`src/rtl/spc_pkg.sv`:
```
package spc_pkg;
  // 32-bit register blocks, selected by address bits 7:2
  localparam logic [5:0] BLK_PTR  = 6'h00;
  localparam logic [5:0] BLK_NEXT = 6'h01;
  localparam logic [5:0] BLK_JMPA = 6'h02;
  localparam logic [5:0] BLK_JMPB = 6'h03;

  // byte registers
  localparam logic [7:0] REG_MODE  = 8'h10;
  localparam logic [7:0] REG_CTRL  = 8'h11;
  localparam logic [7:0] REG_ISTAT = 8'h12;
  localparam logic [7:0] REG_CC0   = 8'h13;
  localparam logic [7:0] REG_SST0  = 8'h14;
  localparam logic [7:0] REG_SST1  = 8'h15;
  localparam logic [7:0] REG_RUNST = 8'h16;

  // bit positions
  localparam int MODE_MANUAL = 0;
  localparam int CTRL_START  = 2;
  localparam int CTRL_FLUSH  = 6;
  localparam int IST_SIGNAL  = 5;
  localparam int IST_SRESET  = 6;
  localparam int CC0_JCTL    = 6;
  localparam int CC0_JEN     = 7;
  localparam int SST0_MISM   = 7;
  localparam int RUN_BIT     = 1;

  typedef enum logic [2:0] {
    PH_DOUT = 3'd0,
    PH_DIN  = 3'd1,
    PH_CMD  = 3'd2,
    PH_STAT = 3'd3,
    PH_MOUT = 3'd6,
    PH_MIN  = 3'd7
  } phase_e;
endpackage

```
`src/rtl/spc_byte_reg.sv`:
```
module spc_byte_reg #(
  parameter int W = 32
) (
  input  logic         clk,
  input  logic         rst_n,
  input  logic         clr,
  input  logic         we,
  input  logic [1:0]   lane,
  input  logic [7:0]   din,
  output logic [W-1:0] q
);
  localparam int NB = W / 8;

  logic [7:0] b_q [NB];

  for (genvar i = 0; i < NB; i++) begin : g_lane
    always_ff @(posedge clk or negedge rst_n) begin
      if (!rst_n)                          b_q[i] <= '0;
      else if (clr)                        b_q[i] <= '0;
      else if (we && (lane == 2'(i)))      b_q[i] <= din;
    end
    assign q[i*8 +: 8] = b_q[i];
  end
endmodule

```
`src/rtl/spc_pm_sel.sv`:
```
module spc_pm_sel #(
  parameter int W = 32
) (
  input  logic         jump_en,
  input  logic         jump_ctl,
  input  logic         outbound,
  input  logic [W-1:0] addr_a,
  input  logic [W-1:0] addr_b,
  output logic         redirect,
  output logic [W-1:0] target
);
  assign redirect = jump_en;
  assign target   = (jump_ctl || outbound) ? addr_a : addr_b;
endmodule

```
`src/rtl/spc_run_ctl.sv`:
```
module spc_run_ctl (
  input  logic clk,
  input  logic rst_n,
  input  logic clr,
  input  logic stop,
  input  logic start,
  output logic running,
  output logic start_pulse
);
  logic go;
  assign go = start && !stop && !clr && !running;

  always_ff @(posedge clk or negedge rst_n) begin
    if (!rst_n) begin
      running     <= 1'b0;
      start_pulse <= 1'b0;
    end else begin
      start_pulse <= go;
      if (clr || stop) running <= 1'b0;
      else if (go)     running <= 1'b1;
    end
  end

  p_busy_start_ignored_r9: assert property (@(posedge clk) disable iff (!rst_n)
    start_pulse |-> !$past(running));

  p_stop_wins_r9: assert property (@(posedge clk) disable iff (!rst_n)
    stop |=> !running);
endmodule

```
`src/rtl/spc_ctrl.sv`:
```
module spc_ctrl
  import spc_pkg::*;
#(
  parameter int PTR_W = 32,
  parameter int CNT_W = 24
) (
  input  logic             clk,
  input  logic             rst_n,
  input  logic             reg_wr_en,
  input  logic [7:0]       reg_wr_addr,
  input  logic [7:0]       reg_wr_data,
  input  logic [7:0]       reg_rd_addr,
  output logic [7:0]       reg_rd_data,
  input  logic             pm_valid,
  input  logic             pm_outbound,
  input  logic [2:0]       pm_phase,
  input  logic             len_chk,
  input  logic [CNT_W-1:0] len_req,
  input  logic [CNT_W-1:0] len_avail,
  input  logic             wait_enter,
  input  logic             exec_stop,
  output logic             fetch_start,
  output logic [PTR_W-1:0] fetch_addr,
  output logic             running,
  output logic             waiting,
  output logic [2:0]       bus_phase,
  output logic             mismatch_int
);
  localparam int NB = PTR_W / 8;

  // ---------------- write decode ----------------
  logic [5:0] wr_blk;
  logic [1:0] wr_lane;
  assign wr_blk  = reg_wr_addr[7:2];
  assign wr_lane = reg_wr_addr[1:0];

  logic ptr_we, nxt_we, ja_we, jb_we;
  logic mode_we, ctrl_we, ist_we, cc0_we;
  assign ptr_we  = reg_wr_en && (wr_blk == BLK_PTR);
  assign nxt_we  = reg_wr_en && (wr_blk == BLK_NEXT);
  assign ja_we   = reg_wr_en && (wr_blk == BLK_JMPA);
  assign jb_we   = reg_wr_en && (wr_blk == BLK_JMPB);
  assign mode_we = reg_wr_en && (reg_wr_addr == REG_MODE);
  assign ctrl_we = reg_wr_en && (reg_wr_addr == REG_CTRL);
  assign ist_we  = reg_wr_en && (reg_wr_addr == REG_ISTAT);
  assign cc0_we  = reg_wr_en && (reg_wr_addr == REG_CC0);

  // ---------------- state ----------------
  logic [PTR_W-1:0] ptr_q, ptr_d;
  logic [PTR_W-1:0] nxt_q, ja_q, jb_q;
  logic [7:0]       mode_q, ctrl_q, cc0_q;
  logic             wait_q, mism_q;
  logic [2:0]       phase_q;

  // ---------------- events ----------------
  logic sreset, wake, len_over, pm_trig, pm_jump, pm_halt;
  logic redirect;
  logic [PTR_W-1:0] jmp_target;
  logic ptr_msb_wr, start_req, stop_req;

  assign sreset     = ist_we && reg_wr_data[IST_SRESET];
  assign wake       = ist_we && !sreset && wait_q && reg_wr_data[IST_SIGNAL];
  assign len_over   = len_chk && (len_req > len_avail);
  assign pm_trig    = (pm_valid || len_over) && !sreset;
  assign pm_jump    = pm_trig && redirect;
  assign pm_halt    = pm_trig && !redirect;
  assign ptr_msb_wr = ptr_we && (int'(wr_lane) == NB - 1);
  assign start_req  = !sreset &&
                      ((ptr_msb_wr && !mode_q[MODE_MANUAL]) ||
                       (ctrl_we && reg_wr_data[CTRL_START]) ||
                       wake);
  assign stop_req   = exec_stop || pm_halt;

  // ---------------- sub-blocks ----------------
  spc_byte_reg #(.W(PTR_W)) u_next (
    .clk(clk), .rst_n(rst_n), .clr(sreset), .we(nxt_we),
    .lane(wr_lane), .din(reg_wr_data), .q(nxt_q));

  spc_byte_reg #(.W(PTR_W)) u_jmpa (
    .clk(clk), .rst_n(rst_n), .clr(sreset), .we(ja_we),
    .lane(wr_lane), .din(reg_wr_data), .q(ja_q));

  spc_byte_reg #(.W(PTR_W)) u_jmpb (
    .clk(clk), .rst_n(rst_n), .clr(sreset), .we(jb_we),
    .lane(wr_lane), .din(reg_wr_data), .q(jb_q));

  spc_pm_sel #(.W(PTR_W)) u_sel (
    .jump_en(cc0_q[CC0_JEN]), .jump_ctl(cc0_q[CC0_JCTL]),
    .outbound(pm_outbound), .addr_a(ja_q), .addr_b(jb_q),
    .redirect(redirect), .target(jmp_target));

  spc_run_ctl u_run (
    .clk(clk), .rst_n(rst_n), .clr(sreset), .stop(stop_req),
    .start(start_req), .running(running), .start_pulse(fetch_start));

  // ---------------- pointer ----------------
  always_comb begin
    ptr_d = ptr_q;
    if (ptr_we && (int'(wr_lane) < NB))
      ptr_d[int'(wr_lane)*8 +: 8] = reg_wr_data;
    if (wake)    ptr_d = nxt_q;
    if (pm_jump) ptr_d = jmp_target;
    if (sreset)  ptr_d = '0;
  end

  always_ff @(posedge clk or negedge rst_n) begin
    if (!rst_n) begin
      ptr_q      <= '0;
      fetch_addr <= '0;
    end else begin
      ptr_q <= ptr_d;
      if (start_req) fetch_addr <= ptr_d;
    end
  end

  // ---------------- byte control registers ----------------
  always_ff @(posedge clk or negedge rst_n) begin
    if (!rst_n) begin
      mode_q <= '0;
      ctrl_q <= '0;
      cc0_q  <= '0;
    end else if (sreset) begin
      mode_q <= '0;
      ctrl_q <= '0;
      cc0_q  <= '0;
    end else begin
      if (mode_we) mode_q <= reg_wr_data;
      if (ctrl_we) begin
        ctrl_q             <= reg_wr_data;
        ctrl_q[CTRL_START] <= 1'b0;
        ctrl_q[CTRL_FLUSH] <= 1'b0;
      end
      if (cc0_we)  cc0_q  <= reg_wr_data;
    end
  end

  // ---------------- wait, phase, mismatch flag ----------------
  always_ff @(posedge clk or negedge rst_n) begin
    if (!rst_n) begin
      wait_q  <= 1'b0;
      mism_q  <= 1'b0;
      phase_q <= PH_DOUT;
    end else if (sreset) begin
      wait_q  <= 1'b0;
      mism_q  <= 1'b0;
      phase_q <= PH_DOUT;
    end else begin
      if (wake)            wait_q <= 1'b0;
      else if (wait_enter) wait_q <= 1'b1;
      if (pm_halt)         mism_q <= 1'b1;
      if (pm_trig)         phase_q <= pm_phase;
    end
  end

  assign waiting      = wait_q;
  assign bus_phase    = phase_q;
  assign mismatch_int = mism_q;

  // ---------------- read port ----------------
  function automatic logic [7:0] pick_byte(input logic [PTR_W-1:0] v,
                                           input logic [1:0] l);
    pick_byte = (int'(l) < NB) ? v[int'(l)*8 +: 8] : 8'h00;
  endfunction

  always_comb begin
    reg_rd_data = 8'h00;
    case (reg_rd_addr[7:2])
      BLK_PTR:  reg_rd_data = pick_byte(ptr_q, reg_rd_addr[1:0]);
      BLK_NEXT: reg_rd_data = pick_byte(nxt_q, reg_rd_addr[1:0]);
      BLK_JMPA: reg_rd_data = pick_byte(ja_q,  reg_rd_addr[1:0]);
      BLK_JMPB: reg_rd_data = pick_byte(jb_q,  reg_rd_addr[1:0]);
      default: begin
        case (reg_rd_addr)
          REG_MODE:  reg_rd_data = mode_q;
          REG_CTRL:  reg_rd_data = ctrl_q;
          REG_CC0:   reg_rd_data = cc0_q;
          REG_SST0:  reg_rd_data = {mism_q, 7'b0};
          REG_SST1:  reg_rd_data = {5'b0, phase_q};
          REG_RUNST: reg_rd_data = {6'b0, running, 1'b0};
          default:   reg_rd_data = 8'h00;
        endcase
      end
    endcase
  end

  // ---------------- assertions ----------------
  p_manual_blocks_r1: assert property (@(posedge clk) disable iff (!rst_n)
    (ptr_msb_wr && mode_q[MODE_MANUAL] && !ctrl_we && !wake) |=> !fetch_start);

  p_wake_loads_next_r3: assert property (@(posedge clk) disable iff (!rst_n)
    (wake && !pm_jump) |=> (!waiting && ptr_q == $past(nxt_q)));

  p_jump_target_r4: assert property (@(posedge clk) disable iff (!rst_n)
    pm_jump |=> (ptr_q == (($past(cc0_q[CC0_JCTL]) || $past(pm_outbound))
                           ? $past(ja_q) : $past(jb_q))));

  p_nojump_halt_r5: assert property (@(posedge clk) disable iff (!rst_n)
    pm_halt |=> (!running && mismatch_int));

  p_phase_load_r6: assert property (@(posedge clk) disable iff (!rst_n)
    pm_trig |=> (bus_phase == $past(pm_phase)));

  p_soft_reset_r8: assert property (@(posedge clk) disable iff (!rst_n)
    sreset |=> (ptr_q == '0 && !running && !waiting && !mismatch_int));

  p_pulse_carries_ptr_r10: assert property (@(posedge clk) disable iff (!rst_n)
    fetch_start |-> (running && fetch_addr == ptr_q));

  p_pulse_single_r10: assert property (@(posedge clk) disable iff (!rst_n)
    fetch_start |=> !fetch_start);
endmodule

```
`config.mk`:
```
export PLATFORM = sky130hd
export DESIGN_NAME = spc_ctrl
export DESIGN_NICKNAME = d
export VERILOG_FILES = /design/src/rtl/spc_pkg.sv /design/src/rtl/spc_byte_reg.sv /design/src/rtl/spc_pm_sel.sv /design/src/rtl/spc_run_ctl.sv /design/src/rtl/spc_ctrl.sv
export SDC_FILE = /design/constraint.sdc
export NUM_CORES = 1
export LEC_CHECK = 0
export ABC_AREA = 1
export BUFFER_PORTS_ARGS = -buffer_cell sky130_fd_sc_hd__buf_2
export CELL_PAD_IN_SITES_DETAIL_PLACEMENT = 0
export CELL_PAD_IN_SITES_GLOBAL_PLACEMENT = 1
export CORE_AREA = 4 4 198 200
export DETAILED_ROUTE_END_ITERATION = 8
export DIE_AREA = 0 0 202 204
export PLACE_DENSITY = 0.67
export SLEW_MARGIN = 20
export SYNTH_ARGS = -nofsm -noshare
export SYNTH_HDL_FRONTEND = slang
export SYNTH_SLANG_ARGS = --single-unit
```
`constraint.sdc`:
```
create_clock -name clk -period 4.2 [get_ports clk]
set_input_delay 0.63 -clock clk [delete_from_list [all_inputs] [get_ports clk]]
set_output_delay 0.63 -clock clk [all_outputs]
set_load 0.02 [all_outputs]
```
---- After elaboration in Yosys (flattened, before gate mapping) ----
Cells that the tools add are included.
word-level totals
  bits in registers ....................... 191
operators by class
  reduce and logical (&&, ||, !) cells .... 68
  $add $sub $neg .......................... 1
  mux-type cells .......................... 47
  $lt $le $gt $ge ......................... 1
  equality and inequality tests ........... 20
  shift operators ......................... 6
operators with widths
  kind                                                   count
  2-to-1 mux 8 bit                                       30
  2-to-1 mux 32 bit                                      5
  indexed part select 32 x 6 -> 8 bit                    4
  equality test 8 x 5 -> 1 bit, second input constant    10
  case mux 8 bit (6 select lines)                        1
  nonzero test 2 bit                                     18
  logical AND 1 bit                                      35
  negator 5 -> 33 bit                                    1
  variable shift 8 x 33 -> 32 bit, first input constant  1
  indexed part select 8 x 33 -> 32 bit                   1
  bitwise mux 32 bit                                     1
  case mux 8 bit (4 select lines)                        1
  equality test 6 x 2 -> 1 bit, second input constant    4
  greater-than comparator 24 bit                         1
  equality test 6 x 1 -> 1 bit, second input constant    2
  zero test 6 bit                                        2
  2-to-1 mux 1 bit                                       7
  logical OR 1 bit                                       6
  2-to-1 mux 3 bit                                       2
  zero test 1 bit                                        5
  equality test 2 x 1 -> 1 bit, second input constant    2
  equality test 2 bit, second input constant             2
  nonzero test 3 bit                                     1
  zero test 2 bit                                        1

---- Longest topological paths before layout ----
  depth after elaboration ................. 14
  gate-level depth with buffers ........... 18

---- Hierarchy ----
From an unflattened synthesis, not the netlist that was laid out.
second synthesis, totals
  cell total of the unflattened synthesis .. 1589
  area total of the unflattened synthesis .. 12065.3 um^2
by module, submodules not included
  module        times used  cells an instance  seq. area each (um^2)  area each (um^2)
  spc_ctrl      1           983                2277.2                 7163.1
  spc_byte_reg  3           163                800.8                  1446.4
  spc_pm_sel    1           107                0.0                    483.0
  spc_run_ctl   1           10                 50.0                   80.1

---- Worst setup path after synthesis ----
Ideal clock, no wire load.
  kind .................................... input-to-output
  start point ............................. input reg_rd_addr[4]
  end point ............................... output reg_rd_data[6]
  data arrival time ....................... 1.966 ns
  stages on the path ...................... 11
  setup slack ............................. 1.604 ns
  path buffers ............................ 2
  data required time ...................... 3.570 ns
  path through ............................ inv_1 > nand2_1 > nor2_1 > buf_2 > nand3_1 > clkbuf_1 > o22ai_1 > o21ai_0 > nand4_1 > nand2_1 > nand3_1
on the way
  word-level cells in the longest chain between the ends .. 3
  elaborated cells between the ends (all ways) .. 12
  those cells by class .................... eq/ne: 9; mux: 2; reduce/logical: 1
RTL lines
  what                                 RTL line         text
  start, declared                      spc_ctrl.sv:12   input logic [7:0] reg_rd_addr,
  equality test 8 x 5 -> 1 bit         spc_ctrl.sv:173  case (reg_rd_addr)
  case mux 8 bit (6 select lines)      spc_ctrl.sv:173
  case mux 8 bit (4 select lines) (*)  spc_ctrl.sv:167  case (reg_rd_addr[7:2])
  end, declared                        spc_ctrl.sv:13   output logic [7:0] reg_rd_data,
Every way passes the cells marked *; elsewhere a longest branch is shown, timed or not.

---- Worst setup path after layout ----
Ends and elaborated chain as after synthesis.

==> reports/metrics.yaml <==
sta:
  tightest_slew_ps: 951
  maxSlewViolCount: 0
  fin_skew_ps: 12.1
  fin_tns_setup_ps: 0
  layout_setup_ws_ps: 775
  rsz0062_at_grt: "no"
  period_needed_ps: 3430
  hold_viol: 0
  fmax_ghz: 0.292
  fin_crit_sh: 0.816
  finalSetupViolations: 0
  relSlewSlack: 0.360
logic_synthesis:
  synth.distinct_cells: 39
  syn_area_per_cell_um2: 7.47
  yosys.area.top_type_share: 0.424
  yosys_warnings: 0
  ys_seq_elements: 189
  synth_fp_nets: 1610
  syn_area_um2: 11200
  yosys.area.top_type: "dfrtp_1"
  netlist_instances: 1495
  netlist_top_cells_area: "dfrtp_1 (42%), nand2_1 (15%), o21ai_0 (9.5%)"
  ys_seq_area_frac: 0.424
critical_path:
  crit_cells: 13
  worst_setup_path_end_kind: "output port"
  path_max_fanout: 9
  crit_buf_inv: 5
  r2r-start: "waiting"
  cpPeakStageDelay_ps: 300
  rr_endpoint: "fetch_addr[8]"
  ff2ff_path_depth: 6
  crit_family: "simple AND/OR/NAND/NOR gates"
  cp_slowest_cell: "nor2_1"
  arrival_ps: 2800
  start_kind: "primary input"
  path_cells: "buf_2 -> inv_1 -> nand2_1 -> nor2_1 -> buf_4 -> nand3_1 -> buf_4 -> o22ai_1 -> o21ai_0 -> nand4_1 -> nand2_1 -> nand3_1 -> buf_2"
  crit_type: "primary input to output port"
  cp_data_required_time_ps: 3570
  regToRegSetupSlack_ps: 1870
routing:
  drc_errors: 0
  vias: 10500
  drt_pass1_iterations: 5
  routedWlPerCell_um: 19.5
  drt-initial-drc-count: 1013
  ant_nets: 0
  routed_via_density: 4.95
  drt-total-wl_um: 41300
pwr:
  vdd_drop_max_v: 0.000238
  power_density_nw_per_um2: 420
  leakage_nw: 6.54
cts:
  clk_pin_slew_ps: 70
  clockRootBuffer: "clkbuf_16"
  holdBufCountCts: 0
  worstSkewPairLatency_ps: 460
  numClockSinks: 189
  clock_path_buffers: 2
  cts_tree: "built"
  htree_levels: 4
  cts_setup_buffers: 0
  cts_made_buffers: 17
  cts_resized: 0
floorplanning:
  rows: 71
  die_x_um: 202
  ios: 130
  die_y_um: 204
  start_util: 0.298
  die_area_um2: 41200
  core_um2: 37400
final_layout:
  post_route_cells_drive_above_1_share: 0.162
  diodes: 0
  final_common_cell: "nand2_1"
  final_cell_mix: "nand2_1 (446), o21ai_0 (211), inv_1 (190)"
  layout.nets: 1713
  syn_to_final_growth_pct: 15.7
  fill_cells: 4002
global_route:
  grt_pass1_vias: 10200
  grt_pass1_wl_um: 63100
  antenna_found_initial: 1
  grtUsageTotal: 0.200
  grt-ovfl-total: 0
  grt_max_degree: 105
placed_design:
  io_buffers: 129
  pre_cts_ws_ps: 751
  dp_hpwl_um: 31100
  globalplace.congestion: 0.942
run:
  drv_cap: 0
run_status:
  status: "finished, final reports clean"
hold_path:
  min_path_type: "primary input to async pin"
[sequential cells by signal, summed over array words and instances, names as in the netlist]
| register | count |
|---|---|
| bus_phase | 3 |
| cc0_q | 8 |
| ctrl_q | 6 |
| fetch_addr | 32 |
| mismatch_int | 1 |
| mode_q | 8 |
| ptr_q | 32 |
| u_jmpa.q | 32 |
| u_jmpb.q | 32 |
| u_next.q | 32 |
| u_run.running | 1 |
| u_run.start_pulse | 1 |
| waiting | 1 |
[Yosys cell counts]
cell       number
nor4_1          3
nand3_4         1
o31ai_1         1
buf_1           4
o22ai_1        35
nand3b_2        1
a21o_1          2
nand3b_1        2
nand4_2        30
o211ai_1        8
a21boi_0        1
o2111ai_1       3
nand3_1        31
a32o_1          3
dfrtp_1       189
nand2_1       446
nor2_1         59
nand2_4         2
buf_4          11
ha_1           32
o21ai_1        34
nor2_2          3
clkbuf_1       33
nor3b_2         1
nor3_1         24
a21oi_1        25
inv_1         190
a32oi_1         1
nand2_2        12
nand3_2         2
inv_2           6
nor2_4          1
buf_6           7
buf_2          27
buf_8           1
nor2_8          1
nand4_1        50
o21ai_0       211
a221oi_1        2
[worst max-delay path by stage]
stage | startpoint | end | slack [ps]
2_1_floorplan | reg_rd_addr[4] | reg_rd_data[6] | 1600
3_3_place_gp | reg_wr_addr[0] | fetch_addr[13] | 730
3_5_place_dp | reg_wr_addr[0] | fetch_addr[16] | 750
4_1_cts | reg_rd_addr[4] | reg_rd_data[6] | 770
5_1_grt | reg_rd_addr[4] | reg_rd_data[4] | 610
6_report | reg_rd_addr[4] | reg_rd_data[6] | 770
[power breakdown]
group	switching, W	internal (W)	total [W]
Clock	0.000829	0.000880	0.00171
Sequential	0.000252	0.00211	0.00236
Combinational	0.000904	0.000453	0.00136
[per-layer routing]
| layer | vias to the layer above | track usage | routed length, um |
|---|---|---|---|
| met1 | 4968 | 0.284 | 19200 |
| li1 | 5110 | - | - |
| met3 | 61 | 0.0398 | 2870 |
| met4 | 2 | 0.0679 | 1280 |
| met5 | - | 0 | 7 |
| met2 | 353 | 0.304 | 17900 |
[worst reg2reg max path, stage by stage, from the launching register on]
cell and delay [ps]:
dfrtp_1 410, nand4_2 480, nand3_1 320, nand2_2 180, inv_2 510, nand4_1 270
nand2_1 100
[cell families after synthesis]
logic type      after synthesis  synth area share
simple gates                669             0.278
compound gates              326             0.156
buf+inv                     279             0.106
flops                       189             0.424
fa+ha+maj                    32            0.0359
[area by class of cell]
class | count | area (um2) | area share
Multi-Input combinational cell | 1027 | 5250 | 0.407
Inverter | 196 | 737 | 0.0571
Sequential cell | 189 | 4730 | 0.366
Clock inverter | 13 | 148 | 0.0114
Tap cell | 511 | 639 | 0.0495
Clock buffer | 19 | 453 | 0.0351
Timing Repair Buffer | 167 | 952 | 0.0737
[stage by stage]
stage / cell area, um2 / util / total power [W] / cells / hold slack, ps
after global placement: 12300 / 0.329 / 0.00371 / 2090 / 459
after detailed placement: 12300 / 0.329 / 0.00371 / 2090 / 462
final: 12900 / 0.345 / 0.00542 / 2122 / 295
after CTS: 12900 / 0.345 / 0.00542 / 2122 / 329
after floorplan: 11200 / - / 0.00312 / 1495 / 334
after global routing: 12900 / 0.345 / 0.00571 / 2122 / 364
No activity file was read; power rests on OpenSTA's default activity.
